**src/rtl/i2ct_pkg.sv**
```systemverilog
package i2ct_pkg;
   typedef enum logic [2:0] {
      ST_IDLE,
      ST_ADDR,
      ST_AACK,
      ST_TXW,
      ST_TX,
      ST_TACK,
      ST_WSTOP
   } tst_e;
endpackage

```
**src/rtl/i2ct_sync.sv**
```systemverilog
// Multi-flop synchronizer with edge flags for one bus line; idles high.
module i2ct_sync #(
   parameter int STAGES = 2
) (
   input  logic clk,
   input  logic rst_n,
   input  logic d_i,
   output logic q_o,
   output logic rise_o,
   output logic fall_o
);
   if (STAGES < 2) begin : g_bad_stages
      $error("i2ct_sync: STAGES must be at least 2");
   end

   logic [STAGES-1:0] chain_q;
   logic              prev_q;

   always_ff @(posedge clk or negedge rst_n) begin
      if (!rst_n) begin
         chain_q <= '1;
         prev_q  <= 1'b1;
      end else begin
         chain_q <= {chain_q[STAGES-2:0], d_i};
         prev_q  <= chain_q[STAGES-1];
      end
   end

   assign q_o    = chain_q[STAGES-1];
   assign rise_o = chain_q[STAGES-1] & ~prev_q;
   assign fall_o = ~chain_q[STAGES-1] & prev_q;
endmodule

```
**src/rtl/i2ct_cond.sv**
```systemverilog
// START / STOP condition detection from synchronized lines.
module i2ct_cond (
   input  logic scl_q,
   input  logic sda_rise,
   input  logic sda_fall,
   output logic start_ev,
   output logic stop_ev
);
   assign start_ev = scl_q & sda_fall;
   assign stop_ev  = scl_q & sda_rise;
endmodule

```
**src/rtl/i2ct_core.sv**
```systemverilog
// Transfer sequencer: address match, hold points, byte shifting, host flags.
module i2ct_core
   import i2ct_pkg::*;
#(
   parameter int ADDR_W = 7,
   parameter int DATA_W = 8
) (
   input  logic              clk,
   input  logic              rst_n,
   input  logic              scl_rise,
   input  logic              scl_fall,
   input  logic              sda_q,
   input  logic              start_ev,
   input  logic              stop_ev,
   input  logic [ADDR_W-1:0] cfg_addr,
   input  logic              cfg_ahold,
   input  logic              cfg_start_ie,
   input  logic              cfg_ackdt,
   input  logic              host_release,
   input  logic              host_irq_clr,
   input  logic              host_wr,
   input  logic [DATA_W-1:0] host_wdata,
   input  logic              host_rd,
   output logic [DATA_W-1:0] host_rdata,
   output logic              scl_pull,
   output logic              sda_pull,
   output logic              st_buf_full,
   output logic              st_rw,
   output logic              st_data,
   output logic              st_acktim,
   output logic              st_start,
   output logic              st_ackstat,
   output logic              st_release,
   output logic              irq
);
   localparam int CNT_W = $clog2(DATA_W + 1);
   localparam logic [CNT_W-1:0] BYTE_END = CNT_W'(DATA_W);
   localparam logic [CNT_W-1:0] LAST_TX  = CNT_W'(DATA_W - 1);

   tst_e              state_q;
   logic [CNT_W-1:0]  cnt_q;
   logic [DATA_W-1:0] sh_q;
   logic [DATA_W-1:0] buf_q;
   logic              full_q, rw_q, data_q, acktim_q, start_q, ackstat_q;
   logic              rel_q, irq_q, ah_q;
   logic              addr_nack;
   logic              addr_hit;

   assign addr_nack = ah_q & cfg_ackdt;
   assign addr_hit  = (sh_q[DATA_W-1:1] == cfg_addr) & sh_q[0];

   always_ff @(posedge clk or negedge rst_n) begin
      if (!rst_n) begin
         state_q   <= ST_IDLE;
         cnt_q     <= '0;
         sh_q      <= '0;
         buf_q     <= '0;
         full_q    <= 1'b0;
         rw_q      <= 1'b0;
         data_q    <= 1'b0;
         acktim_q  <= 1'b0;
         start_q   <= 1'b0;
         ackstat_q <= 1'b0;
         rel_q     <= 1'b1;
         irq_q     <= 1'b0;
         ah_q      <= 1'b0;
      end else begin
         // host strobes carry the lowest priority
         if (host_release) rel_q  <= 1'b1;
         if (host_irq_clr) irq_q  <= 1'b0;
         if (host_rd)      full_q <= 1'b0;
         if (host_wr && state_q == ST_TXW) begin
            buf_q  <= host_wdata;
            full_q <= 1'b1;
         end

         case (state_q)
            ST_ADDR: begin
               if (scl_rise) begin
                  sh_q  <= {sh_q[DATA_W-2:0], sda_q};
                  cnt_q <= cnt_q + 1'b1;
               end else if (scl_fall && cnt_q == BYTE_END) begin
                  cnt_q <= '0;
                  if (addr_hit) begin
                     state_q  <= ST_AACK;
                     buf_q    <= sh_q;
                     full_q   <= 1'b1;
                     rw_q     <= sh_q[0];
                     data_q   <= 1'b0;
                     acktim_q <= 1'b1;
                     ah_q     <= cfg_ahold;
                     if (cfg_ahold) begin
                        rel_q <= 1'b0;
                        irq_q <= 1'b1;
                     end
                  end else begin
                     state_q <= ST_IDLE;
                  end
               end
            end
            ST_AACK: begin
               if (scl_fall) begin
                  acktim_q <= 1'b0;
                  if (addr_nack) begin
                     state_q <= ST_WSTOP;
                  end else begin
                     state_q <= ST_TXW;
                     rel_q   <= 1'b0;
                     irq_q   <= 1'b1;
                  end
               end
            end
            ST_TXW: begin
               if (rel_q) begin
                  state_q <= ST_TX;
                  sh_q    <= buf_q;
                  full_q  <= 1'b0;
                  cnt_q   <= '0;
                  data_q  <= 1'b1;
               end
            end
            ST_TX: begin
               if (scl_fall) begin
                  sh_q <= {sh_q[DATA_W-2:0], 1'b0};
                  if (cnt_q == LAST_TX) begin
                     state_q <= ST_TACK;
                     cnt_q   <= '0;
                  end else begin
                     cnt_q <= cnt_q + 1'b1;
                  end
               end
            end
            ST_TACK: begin
               if (scl_rise) begin
                  ackstat_q <= sda_q;
               end else if (scl_fall) begin
                  if (!ackstat_q) begin
                     state_q <= ST_TXW;
                     rel_q   <= 1'b0;
                     irq_q   <= 1'b1;
                  end else begin
                     state_q <= ST_WSTOP;
                  end
               end
            end
            default: ;
         endcase

         if (start_ev) begin
            state_q  <= ST_ADDR;
            cnt_q    <= '0;
            sh_q     <= '0;
            start_q  <= 1'b1;
            data_q   <= 1'b0;
            acktim_q <= 1'b0;
            rel_q    <= 1'b1;
            if (cfg_start_ie) irq_q <= 1'b1;
         end else if (stop_ev) begin
            state_q  <= ST_IDLE;
            start_q  <= 1'b0;
            acktim_q <= 1'b0;
            rel_q    <= 1'b1;
         end
      end
   end

   always_comb begin
      sda_pull = 1'b0;
      case (state_q)
         ST_AACK: sda_pull = ~addr_nack;
         ST_TXW:  sda_pull = ~buf_q[DATA_W-1];
         ST_TX:   sda_pull = ~sh_q[DATA_W-1];
         default: sda_pull = 1'b0;
      endcase
   end

   assign scl_pull    = ~rel_q & ((state_q == ST_AACK) | (state_q == ST_TXW));
   assign host_rdata  = buf_q;
   assign st_buf_full = full_q;
   assign st_rw       = rw_q;
   assign st_data     = data_q;
   assign st_acktim   = acktim_q;
   assign st_start    = start_q;
   assign st_ackstat  = ackstat_q;
   assign st_release  = rel_q;
   assign irq         = irq_q;
endmodule

```
**src/rtl/i2c_rd_target.sv**
```systemverilog
module i2c_rd_target #(
   parameter int ADDR_W      = 7,
   parameter int DATA_W      = 8,
   parameter int SYNC_STAGES = 2
) (
   input  logic              clk,
   input  logic              rst_n,
   input  logic              scl_i,
   input  logic              sda_i,
   output logic              scl_pull,
   output logic              sda_pull,
   input  logic [ADDR_W-1:0] cfg_addr,
   input  logic              cfg_ahold,
   input  logic              cfg_start_ie,
   input  logic              cfg_ackdt,
   input  logic              host_release,
   input  logic              host_irq_clr,
   input  logic              host_wr,
   input  logic [DATA_W-1:0] host_wdata,
   input  logic              host_rd,
   output logic [DATA_W-1:0] host_rdata,
   output logic              st_buf_full,
   output logic              st_rw,
   output logic              st_data,
   output logic              st_acktim,
   output logic              st_start,
   output logic              st_ackstat,
   output logic              st_release,
   output logic              irq
);
   localparam int N_LINES = 2;
   localparam int L_SCL   = 0;
   localparam int L_SDA   = 1;

   if (DATA_W != ADDR_W + 1) begin : g_bad_width
      $error("i2c_rd_target: DATA_W must equal ADDR_W + 1");
   end

   logic [N_LINES-1:0] line_in, line_q, line_rise, line_fall;
   logic               start_ev, stop_ev;

   assign line_in[L_SCL] = scl_i;
   assign line_in[L_SDA] = sda_i;

   for (genvar g = 0; g < N_LINES; g++) begin : g_line
      i2ct_sync #(.STAGES(SYNC_STAGES)) u_sync (
         .clk    (clk),
         .rst_n  (rst_n),
         .d_i    (line_in[g]),
         .q_o    (line_q[g]),
         .rise_o (line_rise[g]),
         .fall_o (line_fall[g])
      );
   end

   i2ct_cond u_cond (
      .scl_q    (line_q[L_SCL]),
      .sda_rise (line_rise[L_SDA]),
      .sda_fall (line_fall[L_SDA]),
      .start_ev (start_ev),
      .stop_ev  (stop_ev)
   );

   i2ct_core #(.ADDR_W(ADDR_W), .DATA_W(DATA_W)) u_core (
      .clk          (clk),
      .rst_n        (rst_n),
      .scl_rise     (line_rise[L_SCL]),
      .scl_fall     (line_fall[L_SCL]),
      .sda_q        (line_q[L_SDA]),
      .start_ev     (start_ev),
      .stop_ev      (stop_ev),
      .cfg_addr     (cfg_addr),
      .cfg_ahold    (cfg_ahold),
      .cfg_start_ie (cfg_start_ie),
      .cfg_ackdt    (cfg_ackdt),
      .host_release (host_release),
      .host_irq_clr (host_irq_clr),
      .host_wr      (host_wr),
      .host_wdata   (host_wdata),
      .host_rd      (host_rd),
      .host_rdata   (host_rdata),
      .scl_pull     (scl_pull),
      .sda_pull     (sda_pull),
      .st_buf_full  (st_buf_full),
      .st_rw        (st_rw),
      .st_data      (st_data),
      .st_acktim    (st_acktim),
      .st_start     (st_start),
      .st_ackstat   (st_ackstat),
      .st_release   (st_release),
      .irq          (irq)
   );
endmodule

```
**config.mk**
```make
export PLATFORM = sky130hd
export DESIGN_NAME = i2c_rd_target
export DESIGN_NICKNAME = d
export VERILOG_FILES = /design/src/rtl/i2ct_pkg.sv /design/src/rtl/i2ct_sync.sv /design/src/rtl/i2ct_cond.sv /design/src/rtl/i2ct_core.sv /design/src/rtl/i2c_rd_target.sv
export SDC_FILE = /design/constraint.sdc
export NUM_CORES = 1
export LEC_CHECK = 0
export ABC_AREA = 1
export BUFFER_PORTS_ARGS = -buffer_cell sky130_fd_sc_hd__buf_2
export CAP_MARGIN = 10
export CORE_ASPECT_RATIO = 2
export CORE_MARGIN = 3
export CORE_UTILIZATION = 44
export DETAILED_ROUTE_END_ITERATION = 7
export PLACE_DENSITY = 0.66
export SYNTH_ARGS = -nofsm -noshare
export SYNTH_HDL_FRONTEND = slang
export SYNTH_SLANG_ARGS = --single-unit
```
**constraint.sdc**
```tcl
create_clock -name clk -period 4.15 [get_ports clk]
set_input_delay 0.83 -clock clk [delete_from_list [all_inputs] [get_ports clk]]
set_output_delay 0.83 -clock clk [all_outputs]
set_load 0.02 [all_outputs]
```
* Word level (Yosys, flattened, before mapping)
Index checks and enable logic that the tools add are counted.
Storage, ports and cells: RAM bits 0, ROM bits 0, memories 0, latch bits 0, bits in registers 38, word-level logic and storage cells 155, bits of input ports 26
Operators by class: reductions and logical operators 14, multiply operators 0, equal/unequal tests 24, bitwise logic cells 19, order comparisons 0, add/subtract/negate cells 1, muxes and demuxes 80, shifts and indexed selects 0, div/mod/pow operators 0
Operators by type and width (number):
- $mux 8 | 9
- $mux 1 | 43
- $mux 3 | 12
- $ne 4x3->1 const B | 8
- $mux 4 | 6
- $pmux 8 s3 | 1
- $pmux 3 s5 | 1
- $ne 3x2->1 const B | 4
- $pmux 4 s3 | 1
- $reduce_and 4->1 | 3
- $reduce_and 5->1 | 2
- $and 1x1->1 | 9
- $not 1->1 | 9
- $pmux 1 s3 | 3
- $reduce_and 9->1 | 1
- $ne 4x4->1 const B | 2
- $reduce_bool 4->1 | 2
- $eq 7x7->1 | 1
- $reduce_bool 7->1 | 1
- $eq 3x2->1 const B | 2
- $eq 3x3->1 const B | 2
- $ne 3x3->1 const B | 2
- $pmux 1 s2 | 3
- $add 4x1->4 const B | 1
- 9 further kinds | 10

* Logic depth before layout (Yosys ltp)
Gate-level depths: netlist of run 1.
depth in word-level cells 8, depth in mapped cells 12, mapped depth without buffers 11

* Modules after synthesis
A second synthesis of run 1 with hierarchy kept.
Unflattened totals: cells, all modules 328, area total of the unflattened synthesis 2275.9 µm²
By module, submodules not included:
- i2ct_core | sequential area each 802.0 µm², times used 1, area each 2073.2 µm², cells each 310
- i2ct_sync | sequential area each 78.8 µm², times used 2, area each 93.8 µm², cells each 7
- i2ct_cond | sequential area each 0.0 µm², times used 1, area each 15.0 µm², cells each 4

* Worst setup path before layout of run 1
OpenSTA, ideal clock, no wires.
kind input-to-output, from input port cfg_ackdt, to output port sda_pull, path buffers 0, arrival 1.202 ns, slack 2.118 ns, cell stages on the path 3, cell sequence nand2_1 nand2_1 o221ai_1
Between the ends: longest elaborated chain between the ends 3
Ends and longest elaborated chain:
- start, declared | line i2c_rd_target.sv:15 | input logic cfg_ackdt,
- $and 1x1->1 | line i2ct_core.sv:49 | assign addr_nack = ah_q & cfg_ackdt;
- $not 1->1 | line i2ct_core.sv:170 | ST_AACK: sda_pull = ~addr_nack;
- $pmux 1 s3 | line i2ct_core.sv:169 | case (state_q)
- end, declared | line i2c_rd_target.sv:11 | output logic sda_pull,
No other way between the ends.

* Final worst setup path of run 1
from register u_core.state_q[2], to output port sda_pull
Between the ends: longest elaborated chain between the ends 2, elaborated cells on any way between the ends 4, those cells by class 3 x eq/ne; 1 x mux
Ends and longest elaborated chain:
- start, declared | line i2ct_core.sv:40 | tst_e state_q;
- start signal, assigned | line i2ct_core.sv:54 | state_q <= ST_IDLE;
- start signal, assigned | line i2ct_core.sv:85 | state_q <= ST_AACK;
- start signal, assigned | line i2ct_core.sv:97 | state_q <= ST_IDLE;
- $eq 3x3->1 or $eq 3x2->1 (tied branches) | line i2ct_core.sv:169
- $pmux 1 s3 (*) | line i2ct_core.sv:169
Every way passes the cells marked *; elsewhere a longest branch is shown, timed or not.

==> metrics.txt, run 1 <==
status completed; number of iterations in the first detailed-routing pass 4; Layout Skew 9.55 ps; Worst R2R Start g_line[0].u_sync.chain_q[1]; top-level port count between 40 and 50; Final Setup Violations 0; drt drc 0; setup slack after layout about 1700 ps; Die X between 50 and 60 um; cts repair resizes 0; flops & latches, synth 38; CTS buffer count 5; r2r endpoint u_core.cnt_q[3]; Fmax about 400 MHz; Pwr Total roughly 1.3 mW; flip-flop and latch area about 960 um^2; H-tree Lvls 2; asr flop ratio synth 1.00; HPWL after DPL 4270 um; fin nets approximately 370; Mean Syn Cell Area 7.71 um^2; Crit. End Element primary output; fin cells roughly 400; Worst setup SP type register; final period utilization 0.593; DRT iter0 DRCs 61; vias in the first global route 2006; grt met1 use 0.191; Worst VDD drop between 0.0002 and 0.0003 V; DP Worst Slack 1890 ps; DIE AREA slightly above 0.006 mm^2; row count 36; number of synthesized flops with an enable pin 0; max cap viols 0; met3 Usage GRT 0.0482; Synth cell types 33; final wirelength ~5500 um; dominant synthesized flop cell dfrtp_1; post-synthesis sequential area ratio 0.428; core outline area 0.00491 mm^2; GRT Total Usage 0.198; max-slew violation count 0; Initial Util 0.457; post-synthesis cell count slightly below 300; Sink Count 38; Lkg Pwr around 1.4 nW; initial antenna violation count 0; largest net degree at the start of global routing 39; most common cell after layout, fill and taps aside nand2_1; CP max FO 7; Port Buffers 43; RSZ-0062 raised after global routing false; remaining antenna violation count 0; n_diodes 0; Remaining Overflow, GRT 0; # Post-CTS Setup Buffers 0; Die Y 107 um; Clock Root Buffer clkbuf_8; TritonCTS clock tree built; Worst Path Required ~3300 ps; fraction of layout instances using a drive strength above 1 0.277; DR WL/cell 13.9 um; first-pass GRT wire length between 9000 and 10000 um; # hold bufs at CTS 0; Tmin final about 2500 ps; via count 2052; met2 Use GR 0.369; WHS Endpoint g_line[1].u_sync.chain_q[1]; Area growth, synth to finish 16.0%; vias per cell 5.18; Worst-path clk slew about 70 ps; Clock Latency Late Sink about 300 ps; R2R Setup Slk between 2000 and 2500 ps; Pwr per Cell Area roughly 500 mW/mm^2; multi-input logic area between 0.001 and 0.0015 mm^2; clock buffer depth 2; Hold WC Path Type reg -> reg; CP Launch Point u_core.state_q[2]; layer carrying the most global-route usage met2; setup TNS 0 ps; CP Class reg -> out; relative slew slack 0.428; gpl congestion roughly 0.84; hold path cells 0; Least-Margin Pin Slew 859 ps; cell total after placement just under 400; CP arrival about 1600 ps; Hold Crit Start g_line[1].u_sync.chain_q[0]; warnings from Yosys 0; Synth Cell Area 0.00224 mm^2; number of fill cells in the layout slightly above 500; most frequent cells in the layout 88 x nand2_1, 43 x buf_2, 31 x dfrtp_1; FF-to-FF path depth 8; post-synthesis net count around 320; Final Hold Fails 0
final cells by class:
| class | count | share of cell area |
|---|---|---|
| well taps | 57 | 0.0274 |
| clock inverters | 1 | 0.0115 |
| multi-input cells | 207 | 0.417 |
| flip-flops and latches | 38 | 0.369 |
| clock buffers | 7 | 0.0293 |
| repair buffers | 43 | 0.0827 |
| inverters | 43 | 0.0630 |
synthesized netlist by cell type, types with 2 or more instances:
cell type   n  area (um^2)
inv_1      25         93.8
nor2_2      3         18.8
inv_2      17         63.8
nor2_8      2         40.0
nor2_1     19         71.3
nand2_2     3         18.8
o21ai_0     6         30.0
nand4_1     2         12.5
dfstp_2     7          184
o21ai_1    18         90.1
o221ai_1    2         17.5
nand3_2     3         30.0
mux2_1      7         78.8
a21oi_1    10         50.1
nor3_1      5         25.0
nand2_1    88          330
ha_1        2         25.0
o21ai_2     5         43.8
or2_2       2         12.5
nand3_1    19         95.1
dfrtp_1    31          776
buf_6       3         33.8
o211ai_1    2         15.0
where the power goes:
group	switching [mW]	internal, mW	total [mW]
logic	0.268	0.155	0.422
clock network	0.135	0.180	0.315
registers	0.0745	0.463	0.537
total	0.477	0.798	1.27
how the worst max path moves through the flow:
stage	slack [ps]	end	cells past startpoint
6_report	1690	sda_pull	6
5_1_grt	1580	sda_pull	6
4_1_cts	1680	sda_pull	6
3_5_place_dp	1890	sda_pull	5
3_3_place_gp	1890	sda_pull	5
2_1_floorplan	2120	sda_pull	3
critical path, cell delays in order (launching register included):
cell      delay (ps)
dfrtp_1          430
inv_2            100
nand3_1          210
inv_1            190
nand2_1          120
o221ai_1          80
buf_2            190
per-layer routing:
metal	wire, um	part of all wire
met3	260	0.047
met2	3060	0.56
met5	0	0
met1	1950	0.35
met4	229	0.042
cells by family after synthesis:
family	Yosys count	synth area share
adder cells (fa/ha/maj)	2	0.0112
AND/OR/NAND/NOR	149	0.303
multiplexers	7	0.0351
XOR/XNOR	2	0.00781
buffers and inverters	46	0.0881
AO/OA/AOI/OAI	47	0.127
flip-flops	38	0.428
sequential cells by signal (all words and copies together), names as in the netlist:
register	count
u_core.host_rdata	8
u_core.sh_q	8
g_line.u_sync.chain_q	4
u_core.cnt_q	4
u_core.state_q	3
g_line.u_sync.prev_q	2
u_core.ah_q	1
u_core.irq	1
u_core.st_ackstat	1
u_core.st_acktim	1
u_core.st_buf_full	1
u_core.st_data	1
u_core.st_release	1
u_core.st_rw	1
u_core.st_start	1
through the flow:
step	utilization	hold slack [ps]	cell area (um^2)
final	0.530	356	2600
after global routing	0.530	366	2600
after CTS	0.530	358	2600
after detailed placement	0.508	347	2500
after global placement	0.508	346	2500
after floorplan	-	345	2240
Note: power is estimated with default switching activity, not from simulation.
==> run 2: changes to the inputs <==
==> constraint.sdc (replaced) <==
create_clock -name clk -period 2.3 [get_ports clk]
set_input_delay 0.46 -clock clk [delete_from_list [all_inputs] [get_ports clk]]
set_output_delay 0.46 -clock clk [all_outputs]
set_load 0.02 [all_outputs]
==> metrics.txt, run 2 (same netlist as run 1, synthesis figures left out) <==
DP Worst Slack 253 ps (was 1890 ps); met2 Use GR 0.348 (was 0.369); Layout Skew 4.37 ps (was 9.55 ps); GRT Total Usage 0.191 (was 0.198); Initial Util 0.457 (unchanged); Sink Count 38 (unchanged); vias per cell 5.14 (was 5.18); cell total after placement 388 (unchanged); Lkg Pwr 1.41 nW (unchanged); Clock Latency Late Sink 290 ps (was 300 ps); RSZ-0062 raised after global routing false (unchanged); core outline area 0.00491 mm^2 (unchanged); r2r endpoint u_core.cnt_q[3] (unchanged); hold path cells 1 (was 0); Pwr per Cell Area 881 mW/mm^2 (was 490 mW/mm^2); H-tree Lvls 2 (unchanged); most common cell after layout, fill and taps aside nand2_1 (unchanged); grt met1 use 0.200 (was 0.191); Clock Root Buffer clkbuf_8 (unchanged); Worst VDD drop 0.000645 V (was 0.000299 V); Port Buffers 43 (unchanged); Pwr Total 2.29 mW (was 1.27 mW); Die Y 107 um (unchanged); CP arrival 1610 ps (was 1630 ps); FF-to-FF path depth 8 (unchanged); WHS Endpoint g_line[0].u_sync.chain_q[0] (was g_line[1].u_sync.chain_q[1]); Final Hold Fails 0 (unchanged); final period utilization 0.899; Hold Crit Start scl_i (was g_line[1].u_sync.chain_q[0]); fraction of layout instances using a drive strength above 1 0.277 (unchanged); Crit. End Element primary output (unchanged); clock buffer depth 2 (unchanged); top-level port count 44 (unchanged); CP Class reg -> out (unchanged); Worst setup SP type register (unchanged); relative slew slack 0.432 (was 0.428); Final Setup Violations 0 (unchanged); # hold bufs at CTS 0 (unchanged); # Post-CTS Setup Buffers 0 (unchanged); Worst-path clk slew 70 ps (about the same); hold slack final 263 ps (was 356 ps); Least-Margin Pin Slew 852 ps (was 859 ps); Fmax 483 MHz; drt drc 0 (unchanged); largest net degree at the start of global routing 39 (unchanged); via count 2035 (was 2052); most frequent cells in the layout 88 x nand2_1, 43 x buf_2, 31 x dfrtp_1 (unchanged); initial antenna violation count 0 (unchanged); HPWL after DPL 4330 um (was 4270 um); CTS buffer count 5 (unchanged); number of iterations in the first detailed-routing pass 5 (was 4); R2R Setup Slk 250 ps (was 2160 ps); row count 36 (unchanged); fin cells 396 (unchanged); first-pass GRT wire length 8960 um (was 9180 um); setup slack after layout 232 ps (was 1690 ps); max cap viols 0 (unchanged); DR WL/cell 13.9 um (about the same); Worst Path Required 1840 ps (was 3320 ps); Remaining Overflow, GRT 0 (unchanged); n_diodes 0 (unchanged); max-slew violation count 0 (unchanged); Hold WC Path Type in -> reg (was reg -> reg); Die X 56.5 um (unchanged); DIE AREA 0.00604 mm^2 (unchanged); cts repair resizes 0 (unchanged); remaining antenna violation count 0 (unchanged); gpl congestion 0.866 (was 0.839); layer carrying the most global-route usage met2 (unchanged); fin nets 366 (unchanged); Worst R2R Start g_line[0].u_sync.chain_q[1] (unchanged); Tmin final 2070 ps; TritonCTS clock tree built (unchanged); met3 Usage GRT 0.0313 (was 0.0482); CP max FO 7 (unchanged); status completed (unchanged); Area growth, synth to finish 16.0% (unchanged); final wirelength 5490 um (about the same); setup TNS 0 ps (unchanged); DRT iter0 DRCs 81 (was 61); vias in the first global route 1963 (was 2006)
## run 2: cell counts in the layout (fill, tap and decap cells not counted)
No cell type changed its count.
## run 2: area by class of cell
type	instances	area (um^2)
fillers	512	2310
multi-input cells	207	1090
flip-flops and latches	38	960
repair buffers	43	215
inverters	43	164
clock buffers	7	76.3
well taps	57	71.3
clock inverters	1	30.0
## run 2: stage by stage
| step | cell area (um^2) | utilization |
|---|---|---|
| after global placement | 2500 | 0.508 |
| after detailed placement | 2500 | 0.508 |
| after CTS | 2600 | 0.530 |
| after floorplan | 2240 | - |
| final | 2600 | 0.530 |
| after global routing | 2600 | 0.530 |
## run 2: per-layer routing
metal / vias up / routed length, um
met4: 0 / 265
met1: 932 / 1970
met2: 61 / 2970
met5: - / 0
li1: 1025 / -
met3: 17 / 276
## run 2: worst max path at each step
stage	start	endpoint	slack, ps	cells past startpoint
after floorplan	u_core.state_q[2]	sda_pull	650	5
after global placement	g_line[0].u_sync.chain_q[1]	u_core.cnt_q[3]	290	8
after detailed placement	g_line[0].u_sync.chain_q[1]	u_core.cnt_q[3]	250	8
after CTS	u_core.state_q[2]	sda_pull	210	6
after global routing	g_line[0].u_sync.chain_q[1]	u_core.cnt_q[3]	40	8
final	u_core.state_q[2]	sda_pull	230	6
## run 2: where the power goes
part / total (mW) / switching, mW / internal (mW) / leakage [nW]
clock: 0.553 / 0.228 / 0.324 / 0.0524
combinational: 0.762 / 0.483 / 0.280 / 0.866
sequential: 0.977 / 0.142 / 0.836 / 0.491
total: 2.29 / 0.853 / 1.44 / 1.41
## run 2: worst max-delay path: stages, from the launching register on
cell and delay, ps:
dfrtp_1 420, inv_2 100, nand3_1 220, inv_1 160, nand2_1 130, o221ai_1 100, buf_2 190
